--- config.mk ---
export PLATFORM = sky130hd
export DESIGN_NAME = msi_snoop_ctrl
export DESIGN_NICKNAME = d
export VERILOG_FILES = /design/src/rtl/msi_pkg.sv /design/src/rtl/msi_line_store.sv /design/src/rtl/msi_snoop_unit.sv /design/src/rtl/msi_snoop_ctrl.sv
export SDC_FILE = /design/constraint.sdc
export NUM_CORES = 1
export LEC_CHECK = 0
export ABC_CLOCK_PERIOD_IN_PS = 11300
export BUFFER_PORTS_ARGS = -buffer_cell sky130_fd_sc_hd__buf_2
export CORE_MARGIN = 4
export CORE_UTILIZATION = 60
export DETAILED_ROUTE_END_ITERATION = 6
export GPL_ROUTABILITY_DRIVEN = 0
export HOLD_SLACK_MARGIN = 0.15
export PLACE_DENSITY = 0.91
export SLEW_MARGIN = 5
export SYNTH_ARGS = -nofsm -noshare
export SYNTH_HDL_FRONTEND = slang
export SYNTH_SLANG_ARGS = --single-unit
--- constraint.sdc ---
create_clock -name clk -period 11.3 [get_ports clk]
set_input_delay 0.565 -clock clk [delete_from_list [all_inputs] [get_ports clk]]
set_output_delay 0.565 -clock clk [all_outputs]
set_load 0.02 [all_outputs]
--- src/rtl/msi_pkg.sv ---
package msi_pkg;

    typedef enum logic [1:0] {
        LS_INV = 2'd0,
        LS_SHR = 2'd1,
        LS_EXC = 2'd2
    } line_st_e;

    typedef enum logic [1:0] {
        BC_NONE   = 2'd0,
        BC_RDMISS = 2'd1,
        BC_WRMISS = 2'd2,
        BC_WBACK  = 2'd3
    } bus_cmd_e;

    typedef enum logic [1:0] {
        FS_IDLE  = 2'd0,
        FS_CHECK = 2'd1,
        FS_BUS   = 2'd2
    } fsm_e;

endpackage

--- src/rtl/msi_line_store.sv ---
module msi_line_store
    import msi_pkg::*;
#(
    parameter int IDX_W  = 2,
    parameter int TAG_W  = 4,
    parameter int DATA_W = 8
) (
    input  logic              clk,
    input  logic              rst_n,
    input  logic [IDX_W-1:0]  a_idx,
    output line_st_e          a_st,
    output logic [TAG_W-1:0]  a_tag,
    output logic [DATA_W-1:0] a_data,
    input  logic [IDX_W-1:0]  b_idx,
    output line_st_e          b_st,
    output logic [TAG_W-1:0]  b_tag,
    output logic [DATA_W-1:0] b_data,
    input  logic              wr_en,
    input  logic [IDX_W-1:0]  wr_idx,
    input  line_st_e          wr_st,
    input  logic [TAG_W-1:0]  wr_tag,
    input  logic [DATA_W-1:0] wr_data,
    input  logic              su_en,
    input  logic [IDX_W-1:0]  su_idx,
    input  line_st_e          su_st
);
    localparam int LINES = 1 << IDX_W;

    line_st_e          st_q   [LINES];
    logic [TAG_W-1:0]  tag_q  [LINES];
    logic [DATA_W-1:0] data_q [LINES];

    // Snoop updates take priority over processor-side updates on the state.
    always_ff @(posedge clk) begin
        for (int i = 0; i < LINES; i++) begin
            if (!rst_n) begin
                st_q[i]   <= LS_INV;
                tag_q[i]  <= '0;
                data_q[i] <= '0;
            end else begin
                if (su_en && su_idx == IDX_W'(i)) begin
                    st_q[i] <= su_st;
                end else if (wr_en && wr_idx == IDX_W'(i)) begin
                    st_q[i] <= wr_st;
                end
                if (wr_en && wr_idx == IDX_W'(i)) begin
                    tag_q[i]  <= wr_tag;
                    data_q[i] <= wr_data;
                end
            end
        end
    end

    assign a_st   = st_q[a_idx];
    assign a_tag  = tag_q[a_idx];
    assign a_data = data_q[a_idx];
    assign b_st   = st_q[b_idx];
    assign b_tag  = tag_q[b_idx];
    assign b_data = data_q[b_idx];

endmodule

--- src/rtl/msi_snoop_unit.sv ---
module msi_snoop_unit
    import msi_pkg::*;
#(
    parameter int TAG_W  = 4,
    parameter int DATA_W = 8
) (
    input  logic              snp_valid,
    input  bus_cmd_e          snp_cmd,
    input  logic [TAG_W-1:0]  snp_tag,
    input  line_st_e          ln_st,
    input  logic [TAG_W-1:0]  ln_tag,
    input  logic [DATA_W-1:0] ln_data,
    output logic              supply,
    output logic [DATA_W-1:0] sdata,
    output logic              upd_en,
    output line_st_e          upd_st
);
    logic match;

    assign match = snp_valid && (ln_st != LS_INV) && (ln_tag == snp_tag);

    always_comb begin
        supply = 1'b0;
        upd_en = 1'b0;
        upd_st = ln_st;
        unique case (snp_cmd)
            BC_RDMISS: begin
                if (match && ln_st == LS_EXC) begin
                    supply = 1'b1;
                    upd_en = 1'b1;
                    upd_st = LS_SHR;
                end
            end
            BC_WRMISS: begin
                if (match) begin
                    supply = (ln_st == LS_EXC);
                    upd_en = 1'b1;
                    upd_st = LS_INV;
                end
            end
            default: begin
                supply = 1'b0;
            end
        endcase
    end

    assign sdata = supply ? ln_data : '0;

endmodule

--- src/rtl/msi_snoop_ctrl.sv ---
module msi_snoop_ctrl
    import msi_pkg::*;
#(
    parameter int IDX_W  = 2,
    parameter int TAG_W  = 4,
    parameter int DATA_W = 8
) (
    input  logic                   clk,
    input  logic                   rst_n,
    input  logic                   cpu_req,
    input  logic                   cpu_we,
    input  logic [IDX_W+TAG_W-1:0] cpu_addr,
    input  logic [DATA_W-1:0]      cpu_wdata,
    output logic [DATA_W-1:0]      cpu_rdata,
    output logic                   cpu_done,
    output logic                   bus_req,
    input  logic                   bus_gnt,
    output logic [1:0]             bus_cmd,
    output logic [IDX_W+TAG_W-1:0] bus_addr,
    output logic [DATA_W-1:0]      bus_wdata,
    input  logic [DATA_W-1:0]      bus_rdata,
    input  logic                   snp_valid,
    input  logic [1:0]             snp_cmd,
    input  logic [IDX_W+TAG_W-1:0] snp_addr,
    output logic                   snp_supply,
    output logic [DATA_W-1:0]      snp_data,
    output logic                   mem_abort
);
    localparam int ADDR_W = IDX_W + TAG_W;

    fsm_e              fsm_q, fsm_d;
    logic              req_we_q;
    logic [ADDR_W-1:0] req_addr_q;
    logic [DATA_W-1:0] req_wdata_q;
    logic [DATA_W-1:0] rdata_q;
    logic              done_q;

    logic [IDX_W-1:0]  req_idx, snp_idx;
    logic [TAG_W-1:0]  req_tag, snp_tag;

    line_st_e          a_st, b_st, wr_st, su_st, eff_st;
    logic [TAG_W-1:0]  a_tag, b_tag, wr_tag;
    logic [DATA_W-1:0] a_data, b_data, wr_data, fin_data;
    logic              wr_en, su_en, fin;
    logic              tag_hit, local_hit, victim_dirty;
    bus_cmd_e          cmd_c;

    assign req_idx = req_addr_q[IDX_W-1:0];
    assign req_tag = req_addr_q[ADDR_W-1:IDX_W];
    assign snp_idx = snp_addr[IDX_W-1:0];
    assign snp_tag = snp_addr[ADDR_W-1:IDX_W];

    msi_line_store #(.IDX_W(IDX_W), .TAG_W(TAG_W), .DATA_W(DATA_W)) u_store (
        .clk    (clk),
        .rst_n  (rst_n),
        .a_idx  (req_idx),
        .a_st   (a_st),
        .a_tag  (a_tag),
        .a_data (a_data),
        .b_idx  (snp_idx),
        .b_st   (b_st),
        .b_tag  (b_tag),
        .b_data (b_data),
        .wr_en  (wr_en),
        .wr_idx (req_idx),
        .wr_st  (wr_st),
        .wr_tag (wr_tag),
        .wr_data(wr_data),
        .su_en  (su_en),
        .su_idx (snp_idx),
        .su_st  (su_st)
    );

    msi_snoop_unit #(.TAG_W(TAG_W), .DATA_W(DATA_W)) u_snoop (
        .snp_valid(snp_valid),
        .snp_cmd  (bus_cmd_e'(snp_cmd)),
        .snp_tag  (snp_tag),
        .ln_st    (b_st),
        .ln_tag   (b_tag),
        .ln_data  (b_data),
        .supply   (snp_supply),
        .sdata    (snp_data),
        .upd_en   (su_en),
        .upd_st   (su_st)
    );

    assign mem_abort = snp_supply;

    // Lookup sees the line as it will be after a same-cycle snoop.
    assign eff_st       = (su_en && snp_idx == req_idx) ? su_st : a_st;
    assign tag_hit      = (a_tag == req_tag);
    assign local_hit    = tag_hit && ((eff_st == LS_EXC) ||
                                      (eff_st == LS_SHR && !req_we_q));
    assign victim_dirty = (a_st == LS_EXC) && !tag_hit;

    // State and request registers.
    always_ff @(posedge clk) begin
        if (!rst_n) begin
            fsm_q       <= FS_IDLE;
            req_we_q    <= 1'b0;
            req_addr_q  <= '0;
            req_wdata_q <= '0;
            rdata_q     <= '0;
            done_q      <= 1'b0;
        end else begin
            fsm_q  <= fsm_d;
            done_q <= fin;
            if (fin) begin
                rdata_q <= fin_data;
            end
            if (fsm_q == FS_IDLE && cpu_req) begin
                req_we_q    <= cpu_we;
                req_addr_q  <= cpu_addr;
                req_wdata_q <= cpu_wdata;
            end
        end
    end

    // Next state and outputs.
    always_comb begin
        fsm_d     = fsm_q;
        fin       = 1'b0;
        fin_data  = '0;
        wr_en     = 1'b0;
        wr_st     = LS_INV;
        wr_tag    = req_tag;
        wr_data   = req_wdata_q;
        bus_req   = 1'b0;
        cmd_c     = BC_NONE;
        bus_addr  = '0;
        bus_wdata = '0;
        unique case (fsm_q)
            FS_IDLE: begin
                if (cpu_req) begin
                    fsm_d = FS_CHECK;
                end
            end
            FS_CHECK: begin
                if (local_hit) begin
                    fin      = 1'b1;
                    fin_data = req_we_q ? req_wdata_q : a_data;
                    fsm_d    = FS_IDLE;
                    if (req_we_q) begin
                        wr_en = 1'b1;
                        wr_st = LS_EXC;
                    end
                end else begin
                    fsm_d = FS_BUS;
                end
            end
            FS_BUS: begin
                bus_req = 1'b1;
                if (victim_dirty) begin
                    cmd_c     = BC_WBACK;
                    bus_addr  = {a_tag, req_idx};
                    bus_wdata = a_data;
                    if (bus_gnt) begin
                        wr_en   = 1'b1;
                        wr_st   = LS_INV;
                        wr_tag  = a_tag;
                        wr_data = a_data;
                    end
                end else begin
                    cmd_c    = req_we_q ? BC_WRMISS : BC_RDMISS;
                    bus_addr = req_addr_q;
                    if (bus_gnt) begin
                        wr_en    = 1'b1;
                        wr_st    = req_we_q ? LS_EXC : LS_SHR;
                        wr_data  = req_we_q ? req_wdata_q : bus_rdata;
                        fin      = 1'b1;
                        fin_data = wr_data;
                        fsm_d    = FS_IDLE;
                    end
                end
            end
            default: begin
                fsm_d = FS_IDLE;
            end
        endcase
    end

    assign bus_cmd   = cmd_c;
    assign cpu_done  = done_q;
    assign cpu_rdata = rdata_q;

endmodule

Word level (Yosys, flattened, before mapping). Memories as Yosys holds them, arrays and structs flattened. A register that Yosys moved wholly into a read port is not among the register bits. Cells that the tools add are included.

Memories kept: 3. Output and inout port bits: 36. RAM bits: 56. Flip-flop bits (word level): 26. Logic and storage cells: 176. Input bits: 36.

Memories: u_store.data_q (words 4, width 8, rd ports 2, clocked after memory_dff 1, write ports 4, RTL line msi_line_store.sv:31) `logic [DATA_W-1:0] data_q [LINES];`; u_store.tag_q (words 4, width 4, rd ports 2, clocked after memory_dff 1, write ports 4, RTL line msi_line_store.sv:30) `logic [TAG_W-1:0] tag_q [LINES];`; u_store.st_q (words 4, width 2, rd ports 2, clocked after memory_dff 1, write ports 4, RTL line msi_line_store.sv:29) `line_st_e st_q [LINES];`.

Reductions and logical operators: 24. Muxes and demuxes: 107. Bitwise gates (word level): 16. Equal/unequal tests: 20.

Operators by type and width (number): 8-bit two-way mux (16); 2-bit two-way mux (28); 1-bit two-way mux (46); 4-bit two-way mux (7); 2-bit equality test, second input constant (9); 1-bit logical AND (16); 1-bit OR (16); 8-bit case mux with 2 select lines (1); 6-bit two-way mux (2); 2-bit by 1-bit equality test with 1-bit output, second input constant (5); 4-bit equality test (2); 1-bit case mux with 2 select lines (4); 2-bit case mux with 2 select lines (2); 2-bit zero test (3); 2-bit inequality test, second input constant (3); 2-bit case mux with 3 select lines (1); 3-bit AND reduction (1); 2-bit equality test (1); 1-bit zero test (2); 2-bit nonzero test (1); 1-bit logical OR (1).

Longest topological paths before layout. Gate-level depths: netlist (run 1). An unclocked memory read counts as a cell.

Depth in word-level cells: 21. Mapped depth: 12. Depth with buffers taken out: 10.

Modules after synthesis. Synthesis (run 1) repeated with hierarchy kept, for this count alone.

Cells, all modules: 452. Area, all modules: 5168.7 um^2.

By module, submodules not included: msi_line_store (cells an instance 180, times used 1, area an instance 2965.3 um^2, sequential area each 1681.6 um^2); msi_snoop_ctrl (cells an instance 241, times used 1, area an instance 1921.8 um^2, sequential area each 520.5 um^2); msi_snoop_unit (cells an instance 31, times used 1, area an instance 281.5 um^2, sequential area each 0.0 um^2).

Least setup slack after synthesis (run 1). Ideal clock, no wire load.

Path kind: input to register. From: in snp_addr[1]. To: mem u_store.st_q[0][0] (netlist bit), enable pin. Arrival time: 3.785 ns. Setup slack: 7.219 ns. Data required time: 11.004 ns. Cell stages on the path: 11. Buffers on the path: 2. Library setup time: 0.296 ns. Path through: buf_2 buf_2 mux4_2 xor2_1 a21oi_1 nand3_2 o21ba_1 a211oi_2 o21ai_0 o31ai_1 or2_2.

RTL lines: from (decl) (RTL line msi_snoop_ctrl.sv:24) `input logic [IDX_W+TAG_W-1:0] snp_addr,`; to (decl) (RTL line msi_line_store.sv:29).

==> load_flow_metrics.sql, run 1 <==
INSERT INTO impl_metrics (metric_group, metric, value, unit) VALUES
('hold_path', 'min-delay-path-class', 'input pin to flip-flop', ''),
('critical_path', 'critPathMaxStageDelay', '990', 'ps'),
('grt', 'antenna_violations_before_repair', '0', ''),
('detailed_routing', 'met3_wirelength', '1630', 'um'),
('logic_synthesis', 'synthTopCellsByCount', '63 x nor2_1, 56 x edfxtp_1, 52 x nand2_1', ''),
('sta', 'totalNegativeSetupSlack', '0', 'ps'),
('logic_synthesis', 'sequential_share_of_the_synthesized_area', '0.457', ''),
('power_and_ir_drop', 'power_per_standard_cell_area', '127', 'mW/mm2'),
('clocking', 'ctsHoldBuffers', '0', ''),
('floorplanning', 'num_rows', '32', ''),
('power_and_ir_drop', 'leakage', '2.10', 'nW'),
('floorplanning', 'placeable_core_region', '0.00785', 'mm2'),
('logic_synthesis', 'syn_inst_count', '465', ''),
('floorplanning', 'die_w', '98.4', 'um'),
('clocking', 'clk_root_buffer_cell', 'clkbuf_8', ''),
('run_status', 'failed_checks', 'design-rule violations', ''),
('sta', 'period_needed', '4870', 'ps'),
('logic_synthesis', 'warnings_from_yosys', '0', ''),
('floorplanning', 'fp.dieArea', '0.00969', 'mm2'),
('critical_path', 'timing_worst_setup_path_type', 'flip-flop to output port', ''),
('sta', 'max_slew.worst_pin.slew', '1250', 'ps'),
('critical_path', 'critPathSlowestCell', 'dfxtp_1', ''),
('grt', 'largest_net_degree_at_the_start_of_global_routing', '38', ''),
('cells_and_area', 'nFillCells', '572', ''),
('sta', 'fmax', '205', 'MHz'),
('placement', 'place_ws', '6650', 'ps'),
('grt', 'grt_overflow', '0', ''),
('detailed_routing', 'm1WireLength', '4870', 'um'),
('detailed_routing', 'totalWireLength', '14000', 'um'),
('floorplanning', 'die_y', '98.4', 'um'),
('clocking', 'ctsLongestPathBuffers', '2', ''),
('logic_synthesis', 'post_synth_num_cell_types', '52', ''),
('detailed_routing', 'drc', '7', ''),
('detailed_routing', 'detail_route.vias_per_cell', '6.73', ''),
('critical_path', 'cp_num_buf_inv', '2', ''),
('sta', 'hold_ws', '447', 'ps'),
('clocking', 'postCtsResizedCells', '0', ''),
('clocking', 'clk_latency', '370', 'ps'),
('critical_path', 'critical_path.endpoint_type', 'output port', ''),
('cells_and_area', 'post_route_cells_drive_above_1_share', '0.249', ''),
('sta', 'finalClockSkew', '12.1', 'ps'),
('sta', 'report.final.slew_viol_count', '0', ''),
('critical_path', 'largest_fanout_on_the_critical_path', '18', ''),
('cells_and_area', 'insertedDiodeCount', '0', ''),
('cells_and_area', 'fin_area', '0.00548', 'mm2'),
('detailed_routing', 'via_count', '4206', ''),
('logic_synthesis', 'synth_top_cell_area_share', '0.343', ''),
('grt', 'grt_first_pass_wirelength', '22200', 'um'),
('logic_synthesis', 'synth_fp_nets', '506', ''),
('run_status', 'run_status', 'complete, but fails checks', ''),
('logic_synthesis', 'synth-seq-cells', '84', ''),
('critical_path', 'path_cells', 'mux4_2, xnor2_1, nand4_1, nand3_1, inv_1, nand2_1, a21boi_0, buf_2', ''),
('power_and_ir_drop', 'vdd.ir_drop.worst', '0.0869', 'mV'),
('logic_synthesis', 'top_cells_by_area_synth', 'edfxtp_1 34%, mux4_2 11%, dfxtp_1 11%', ''),
('clocking', 'cts.clk_slew.worst_paths', '90', 'ps'),
('cells_and_area', 'finalNetCount', '559', ''),
('sta', 'grt_setup_unrepaired', 'false', ''),
('detailed_routing', 'met2RoutedLength', '6760', 'um'),
('detailed_routing', 'first_pass_iters', '7', ''),
('logic_synthesis', 'total_standard_cell_area_after_synthesis', '0.00491', 'mm2'),
('sta', 'layout_setup_ws', '6430', 'ps'),
('grt', 'grt_util_all_layers', '0.296', ''),
('logic_synthesis', 'synth_top_cell_by_area', 'edfxtp_1', ''),
('clocking', 'postCtsSetupRepairBufs', '0', ''),
('detailed_routing', 'route.top_layer_used', 'met4', ''),
('placement', 'hpwl', '9930', 'um'),
('floorplanning', 'top_level_ports', '72', ''),
('logic_synthesis', 'ys_flop_type', 'edfxtp_1', ''),
('logic_synthesis', 'synth.avg_cell_area', '10.6', 'um2'),
('sta', 'total_of_endpoints_with_negative_setup_slack_in_the_final_report', '0', ''),
('sta', 'slew-limit-headroom', '0.164', '');
==> routing by layer <==
metal | vias up | GRT usage
met5 | - | 0
met4 | 0 | 0.150
met3 | 69 | 0.0701
met2 | 358 | 0.483
met1 | 1951 | 0.370
li1 | 1828 | -
==> layout make-up <==
cell class | count | area, um2 | area share
timing repair buffer | 75 | 385 | 0.0703
tap | 102 | 128 | 0.0233
clock buffer | 9 | 124 | 0.0226
clock inverter | 7 | 77.6 | 0.0142
multi-input combinational | 336 | 2480 | 0.452
inverter | 12 | 45.0 | 0.00822
sequential | 84 | 2240 | 0.409
==> flip-flops by register name (all words and copies together) (netlist names), named ones only <==
signal,flops
req_wdata_q,8
cpu_rdata,8
req_addr_q,6
u_store.data_q,32
req_we_q,1
cpu_done,1
u_store.st_q,8
u_store.tag_q,16
fsm_q,2
==> metrics by stage <==
| step | power (mW) | instances |
|---|---|---|
| finish | 0.695 | 625 |
| global route | 0.717 | 625 |
| CTS | 0.691 | 625 |
| detailed placement | 0.478 | 609 |
| global placement | 0.471 | 609 |
| floorplan | 0.441 | 465 |
==> worst paths after layout <==
| kind | startpoint | to | slack (ps) | cells after the start |
|---|---|---|---|---|
| worst max-delay path | flip-flop | bus_addr[3] | 6430 | 8 |
| worst min-delay path | cpu_we | req_we_q | 450 | 3 |
| worst max register to register | flip-flop | u_store.st_q[1][0] | 6650 | 9 |
| worst min register to register | req_wdata_q[3] | req_wdata_q[3] | 500 | 2 |
==> worst reg2reg max path, stage by stage, from the launching register on <==
cell,delay [ps]
dfxtp_1,990
mux4_2,660
xnor2_1,180
nand4_1,300
nand3_1,700
nand2b_1,440
nor2_1,650
and3_1,320
nand4b_1,110
o21ai_0,120
==> where the power goes <==
part	switching, mW	total (mW)	internal [mW]
combinational	0.0724	0.120	0.0473
clock	0.116	0.219	0.103
sequential	0.0165	0.356	0.340
total	0.205	0.695	0.490
==> cells in the final DEF, fill, tap and decap left out, types with 2 or more instances in the layout <==
| master | instances |
|---|---|
| buf_2 | 71 |
| nor2_1 | 63 |
| edfxtp_1 | 56 |
| nand2_1 | 52 |
| dfxtp_1 | 28 |
| mux4_2 | 25 |
| o21ai_0 | 21 |
| a21boi_0 | 21 |
| mux2i_1 | 14 |
| a21oi_1 | 14 |
| inv_1 | 12 |
| and3_1 | 10 |
| and2_1 | 10 |
| nor2b_1 | 9 |
| nand2b_1 | 9 |
| clkbuf_8 | 9 |
| xnor2_1 | 8 |
| o22ai_1 | 8 |
| a222oi_1 | 8 |
| o22a_1 | 7 |
| nand4_1 | 6 |
| nand3_1 | 5 |
| ha_1 | 5 |
| clkinv_4 | 5 |
| mux2_2 | 4 |
| or2_2 | 4 |
| buf_4 | 4 |
| a41o_1 | 3 |
| o2111ai_1 | 2 |
| nand4b_1 | 2 |
| nand3b_1 | 2 |
| o31ai_1 | 2 |
| a31oi_1 | 2 |
| o211ai_1 | 2 |
==> logic make-up after synthesis <==
group | share of synthesized area
DFF | 0.457
and+or+nand+nor | 0.172
buffers and inverters | 0.0385
muxes | 0.152
adders and majority gates | 0.0127
AOI/OAI and AO/OA | 0.151
xor gates and xnor gates | 0.0161
No activity file was read; power rests on OpenSTA's default activity.
==> run 2: changes to the inputs <==
ABC_CLOCK_PERIOD_IN_PS = 4450   (was 11300)
CORE_UTILIZATION = 52   (was 60)
PLACE_DENSITY = 0.85   (was 0.91)
clock period = 4.45 ns   (was 11.3 ns; I/O delays follow)
==> run 2 against run 1 <==
  * The run now ends clean
  * Cell count is 4.3% higher
  * Sequential power grew to 2.5 times the previous value
  * First-iteration DRC count is 12% lower
  * Final area is 2.9% higher
  * Via count hardly changed
  * Wire length is 2.5% lower
  * Worst setup slack worse by 5700 ps
  * Utilization is 8.5 points lower
  * Clock power is 140% higher
  * Sequential cell count stayed put
  * Critical endpoint is now u_store.st_q[3][0]
  * Largest power group unchanged
==> load_flow_metrics.sql, run 2 (synthesis results as in run 1) <==
INSERT INTO impl_metrics (metric_group, metric, value, unit) VALUES
('critical_path', 'critical_path.endpoint_type', 'flip-flop', ''),
('power_and_ir_drop', 'leakage', '2.19', 'nW'),
('cells_and_area', 'top_regs', 'u_store.data_q (32), u_store.tag_q (16)', ''),
('grt', 'vias_in_the_first_global_route', '4166', ''),
('sta', 'totalNegativeSetupSlack', '0', 'ps'),
('detailed_routing', 'drc', '0', ''),
('critical_path', 'crit_required', '4660', 'ps'),
('critical_path', 'cp_num_buf_inv', '1', ''),
('sta', 'finalClockSkew', '13.7', 'ps'),
('clocking', 'clk_latency', '360', 'ps'),
('critical_path', 'crit_path_start_kind', 'flip-flop', ''),
('clocking', 'clk_root_buffer_cell', 'clkbuf_8', ''),
('detailed_routing', 'detail-route-antenna-nets', '0', ''),
('detailed_routing', 'detail_route.vias_per_cell', '6.46', ''),
('sta', 'finalHoldViolations', '0', ''),
('hold_path', 'min-delay-path-class', 'input pin to flip-flop', ''),
('flow_run', 'drv_cap', '0', ''),
('cells_and_area', 'post_route_cells_drive_above_1_share', '0.248', ''),
('cells_and_area', 'commonest_non_fill_non_tap_cells_in_the_layout', '71 x buf_2, 63 x nor2_1, 56 x edfxtp_1', ''),
('cells_and_area', 'insertedDiodeCount', '0', ''),
('clocking', 'ctsLongestPathBuffers', '2', ''),
('detailed_routing', 'detailedRoute.firstIterationViolations', '561', ''),
('clocking', 'cts_made_buffers', '9', ''),
('detailed_routing', 'via_count', '4210', ''),
('placement', 'portBuffers', '71', ''),
('critical_path', 'critPathSlowestCell', 'nor2_1', ''),
('detailed_routing', 'routedWlPerCell', '20.9', 'um'),
('critical_path', 'arrival', '3890', 'ps'),
('critical_path', 'r2r_end', 'u_store.st_q[3][0]', ''),
('grt', 'grt_util_all_layers', '0.248', ''),
('sta', 'fmax', '272', 'MHz'),
('placement', 'hpwl', '9590', 'um'),
('critical_path', 'path_cells', 'mux4_2, xnor2_1, nand4_1, nand3_1, buf_4, nand2b_1, nor2_1, and3_1, nand4_1, o21ai_0', ''),
('critical_path', 'critPathMaxStageDelay', '640', 'ps'),
('critical_path', 'largest_fanout_on_the_critical_path', '18', ''),
('clocking', 'clock_sink_count', '84', ''),
('detailed_routing', 'totalWireLength', '13600', 'um'),
('cells_and_area', 'top_register', 'u_store.data_q', ''),
('power_and_ir_drop', 'vdd.ir_drop.worst', '0.202', 'mV'),
('sta', 'grt_setup_unrepaired', 'false', ''),
('grt', 'antenna_violations_before_repair', '0', ''),
('cells_and_area', 'finalNetCount', '577', ''),
('clocking', 'cts_tree', 'done', ''),
('power_and_ir_drop', 'power_per_standard_cell_area', '308', 'mW/mm2'),
('floorplanning', 'die_w', '105', 'um'),
('cells_and_area', 'flip_flop_count_of_the_largest_register_after_layout', '32', ''),
('floorplanning', 'num_rows', '35', ''),
('sta', 'hold_ws', '155', 'ps'),
('critical_path', 'timing_worst_setup_path_type', 'flip-flop to flip-flop', ''),
('floorplanning', 'placeable_core_region', '0.00920', 'mm2'),
('clocking', 'htreeDepth', '3', ''),
('run_status', 'run_status', 'completed', ''),
('critical_path', 'critPathMostFrequentCell', 'nand4_1', ''),
('cells_and_area', 'flow.area_growth_from_synthesis', '14.9', '%'),
('sta', 'max_slew.worst_pin.slew', '1110', 'ps'),
('clocking', 'cts.clk_slew.worst_paths', '90', 'ps'),
('critical_path', 'r2r_cells', '10', ''),
('floorplanning', 'top_level_ports', '72', ''),
('sta', 'period_needed', '3680', 'ps'),
('sta', 'slew-limit-headroom', '0.261', ''),
('grt', 'grt_overflow', '0', ''),
('sta', 'report.final.slew_viol_count', '0', ''),
('sta', 'post-route-period-util', '0.827', ''),
('sta', 'total_of_endpoints_with_negative_setup_slack_in_the_final_report', '0', ''),
('critical_path', 'critical_path.top_delay_family', 'simple AND/OR/NAND/NOR gates', ''),
('grt', 'largest_net_degree_at_the_start_of_global_routing', '38', ''),
('grt', 'grt_first_pass_wirelength', '21400', 'um'),
('floorplanning', 'floorplan.initialDensity', '0.534', ''),
('clocking', 'postCtsResizedCells', '0', ''),
('detailed_routing', 'first_pass_iters', '6', ''),
('floorplanning', 'die_y', '105', 'um'),
('hold_path', 'whs_path_depth', '3', ''),
('hold_path', 'start_point_of_the_worst_min_delay_path', 'cpu_addr[1]', ''),
('cells_and_area', 'layout_commonest_cell', 'buf_2', ''),
('critical_path', 'ff2ff_setup_slack', '770', 'ps'),
('floorplanning', 'fp.dieArea', '0.0111', 'mm2');
## run 2: timing repair
item	4_1_cts	5_1_grt
hold buffers	13	0
buffers inserted	0	0
hold endpoints to repair	13	0
## run 2: worst min-delay path, stage by stage
cell and delay, ps:
buf_2 90, nand2_1 50, a21boi_0 90
## run 2: cell type report
| type | instances | area (um2) |
|---|---|---|
| inverters | 12 | 45.0 |
| clock inverters | 6 | 35.0 |
| multi-input cells | 336 | 2480 |
| fillers | 732 | 3560 |
| repair buffers | 93 | 553 |
| well taps | 111 | 139 |
| clock buffers | 10 | 149 |
| flip-flops and latches | 84 | 2240 |
## run 2: how the worst max path moves through the flow
stage,startpoint,to,slack (ps),cells after the start
floorplan,flip-flop,u_store.st_q[0][0],630,10
global placement,snp_addr[0],u_store.st_q[0][1],760,10
detailed placement,snp_addr[0],u_store.st_q[1][1],570,11
CTS,flip-flop,u_store.st_q[3][0],870,10
global route,flip-flop,u_store.st_q[3][0],640,10
finish,flip-flop,u_store.st_q[3][0],770,10
## run 2: power breakdown
group	switching (mW)	total [mW]	internal [mW]	leakage, nW
Clock	0.284	0.520	0.236	0.106
Combinational	0.192	0.323	0.131	1.27
Sequential	0.0336	0.896	0.863	0.807
## run 2: stage by stage
stage	power [mW]	std cells	instance area [um2]	worst slack [ps]	util
floorplan	1.12	465	4910	635	-
global placement	1.20	623	5330	756	0.579
detailed placement	1.22	623	5330	572	0.579
CTS	1.73	652	5640	871	0.613
global route	1.80	652	5640	638	0.613
finish	1.74	652	5640	769	0.613
## run 2: metal layers
| metal | up-vias | share of wire | wire, um | global-route usage |
|---|---|---|---|---|
| met5 | - | 0 | 0 | 0 |
| met4 | 0 | 0.044 | 604 | 0.114 |
| met3 | 58 | 0.11 | 1570 | 0.0556 |
| met2 | 316 | 0.48 | 6520 | 0.408 |
| met1 | 1966 | 0.36 | 4940 | 0.311 |
| li1 | 1870 | - | - | - |
==> run 3: changes to the inputs <==
ABC_CLOCK_PERIOD_IN_PS = 3090   (was 4450)
clock period = 3.09 ns   (was 4.45 ns; I/O delays follow)
==> run 3 against run 2 <==
  * The run now ends with design-rule violations, negative setup slack left
  * Utilization up 8.4 points
  * Clock power rose by 46%
  * Final area up 14%
  * Via count increased by 9.3%
  * Largest cell class unchanged
  * Largest power group unchanged
==> load_flow_metrics.sql, run 3 (synthesis results as in run 1) <==
INSERT INTO impl_metrics (metric_group, metric, value, unit) VALUES
('sta', 'report.final.slew_viol_count', '0', ''),
('sta', 'slew-limit-headroom', '0.468', ''),
('clocking', 'ctsLongestPathBuffers', '2', ''),
('clocking', 'clk_latency', '380', 'ps'),
('power_and_ir_drop', 'clockPowerShare', '0.287', ''),
('power_and_ir_drop', 'p_int', '1.81', 'mW'),
('cells_and_area', 'post_route_cells_drive_above_1_share', '0.375', ''),
('critical_path', 'timing_worst_setup_path_type', 'flip-flop to flip-flop', ''),
('floorplanning', 'floorplan.initialDensity', '0.534', ''),
('critical_path', 'crit_path_start_kind', 'flip-flop', ''),
('grt', 'vias_in_the_first_global_route', '4565', ''),
('sta', 'layout_setup_ws', '-110', 'ps'),
('detailed_routing', 'detail-route-antenna-nets', '0', ''),
('sta', 'max_slew.worst_pin.slew', '798', 'ps'),
('power_and_ir_drop', 'switching_fraction_of_total_power', '0.315', ''),
('cells_and_area', 'layout_commonest_cell', 'buf_2', ''),
('critical_path', 'arrival', '3450', 'ps'),
('critical_path', 'critical_path.endpoint_type', 'flip-flop', ''),
('floorplanning', 'fp.dieArea', '0.0111', 'mm2'),
('floorplanning', 'placeable_core_region', '0.00920', 'mm2'),
('power_and_ir_drop', 'power.share.sequential', '0.486', ''),
('sta', 'finalClockSkew', '13.3', 'ps'),
('floorplanning', 'die_y', '105', 'um'),
('power_and_ir_drop', 'pwr-share-comb', '0.227', ''),
('cells_and_area', 'top_regs', 'u_store.data_q (32), u_store.tag_q (16)', ''),
('cells_and_area', 'flow.area_growth_from_synthesis', '30.7', '%'),
('clocking', 'cts_tree', 'done', ''),
('detailed_routing', 'first_pass_iters', '7', ''),
('detailed_routing', 'detail_route.vias_per_cell', '6.60', ''),
('placement', 'placed_cell_area', '0.00569', 'mm2'),
('sta', 'finalHoldViolations', '0', ''),
('floorplanning', 'die_w', '105', 'um'),
('cells_and_area', 'insertedDiodeCount', '0', ''),
('clocking', 'cts.clk_slew.worst_paths', '100', 'ps'),
('cells_and_area', 'commonest_non_fill_non_tap_cells_in_the_layout', '67 x buf_2, 56 x edfxtp_1, 51 x nand2_1', ''),
('cells_and_area', 'postLayoutCoreUtil', '0.698', ''),
('detailed_routing', 'detailedRoute.firstIterationViolations', '494', ''),
('cells_and_area', 'flip_flop_count_of_the_largest_register_after_layout', '32', ''),
('hold_path', 'min-delay-path-class', 'input pin to flip-flop', ''),
('grt', 'grt_overflow', '0', ''),
('floorplanning', 'top_level_ports', '72', ''),
('sta', 'fmax', '312', 'MHz'),
('sta', 'total_of_endpoints_with_negative_setup_slack_in_the_final_report', '26', ''),
('placement', 'hpwl', '10200', 'um'),
('power_and_ir_drop', 'power_per_standard_cell_area', '413', 'mW/mm2'),
('sta', 'period_needed', '3200', 'ps'),
('power_and_ir_drop', 'leakage', '2.45', 'nW'),
('power_and_ir_drop', 'report.power.total', '2.65', 'mW'),
('run_status', 'failed_checks', 'design-rule violations, negative setup slack', ''),
('grt', 'largest_net_degree_at_the_start_of_global_routing', '38', ''),
('sta', 'post-route-period-util', '1.04', ''),
('power_and_ir_drop', 'vdd.ir_drop.worst', '0.299', 'mV'),
('cells_and_area', 'fin_area', '0.00641', 'mm2'),
('critical_path', 'crit_required', '3340', 'ps'),
('grt', 'grt_first_pass_wirelength', '23100', 'um'),
('detailed_routing', 'routedWlPerCell', '22.7', 'um'),
('flow_run', 'drv_cap', '0', ''),
('critical_path', 'largest_fanout_on_the_critical_path', '9', ''),
('clocking', 'clock_sink_count', '84', ''),
('detailed_routing', 'via_count', '4603', ''),
('clocking', 'htreeDepth', '3', ''),
('clocking', 'clk_root_buffer_cell', 'clkbuf_8', ''),
('cells_and_area', 'finalNetCount', '622', ''),
('run_status', 'run_status', 'complete, but fails checks', ''),
('clocking', 'cts_made_buffers', '9', ''),
('grt', 'antenna_violations_before_repair', '0', ''),
('detailed_routing', 'totalWireLength', '15900', 'um'),
('power_and_ir_drop', 'switching_power', '833', 'uW'),
('floorplanning', 'num_rows', '35', ''),
('sta', 'grt_setup_unrepaired', 'true', ''),
('cells_and_area', 'top_register', 'u_store.data_q', ''),
('detailed_routing', 'drc', '1', ''),
('grt', 'grt_util_all_layers', '0.267', ''),
('placement', 'portBuffers', '71', '');
[run 3: cell count changes in the layout (fill, tap and decap cells not counted), moves of 7 or more]
cell,before,now
o22ai_2,0,7
dlygate4sd3_1,13,20
buf_4,9,38
nor2_4,0,12
buf_12,0,8
o22ai_1,8,1
or2_4,0,7
nor2_1,63,47
[run 3: layout make-up]
cell class                 instances  area, um2
inverter                          12       45.0
multi-input combinational        339       2800
sequential                        84       2240
clock inverter                     6       55.1
clock buffer                      10        128
timing repair buffer             135       1000
fill                             616       2780
tap                              111        139
[run 3: worst paths after layout]
| check | startpoint | to | slack [ps] | depth (start not counted) |
|---|---|---|---|---|
| worst min-delay path | bus_rdata[3] | cpu_rdata[3] | 150 | 3 |
| worst max register to register | flip-flop | u_store.data_q[0][2] | -110 | 11 |
| worst min register to register | fsm_q[1] | fsm_q[1] | 510 | 2 |
| worst max-delay path | flip-flop | u_store.data_q[0][2] | -110 | 11 |
[run 3: repair_timing]
action	4_1_cts	5_1_grt
pin swaps	3	21
gates resized for setup	9	66
hold buffers	20	0
endpoints found under the hold margin	22	0
setup endpoints to repair	71	104
buffers inserted	1	4
cloned	0	3
[run 3: critical path, stage by stage (launching register included)]
cell and delay [ps]:
dfxtp_2 350, buf_12 130, mux4_2 560, xnor2_2 160, nand4_1 240, nor2_2 250
nand3_2 110, a211oi_4 370, o211ai_2 160, or3_4 480, buf_12 180, nor2_4 90
[run 3: metrics by stage]
stage	hold slack [ps]	std cells	worst slack [ps]	TNS [ps]
floorplan	299	465	-15.0	-30.0
global placement	407	653	29.8	0
detailed placement	418	653	-71.6	-1410
CTS	150	690	4.62	0
global route	154	697	-133	-3870
finish	148	697	-110	-1520
[run 3: layer usage]
layer,routed length (um),up-vias,track usage
met2,7980,348,0.464
met1,5420,2200,0.322
li1,-,1963,-
met5,0,-,0
met4,893,0,0.129
met3,1560,92,0.0408
[run 3: power groups by stage]
stage          logic, mW  registers, mW  clock network, mW
5_1_grt            0.636           1.29              0.796
3_5_place_dp       0.507           1.31                  0
4_1_cts            0.533           1.28              0.748
2_1_floorplan      0.336           1.29                  0
6_report           0.600           1.29              0.760
3_3_place_gp       0.494           1.30                  0
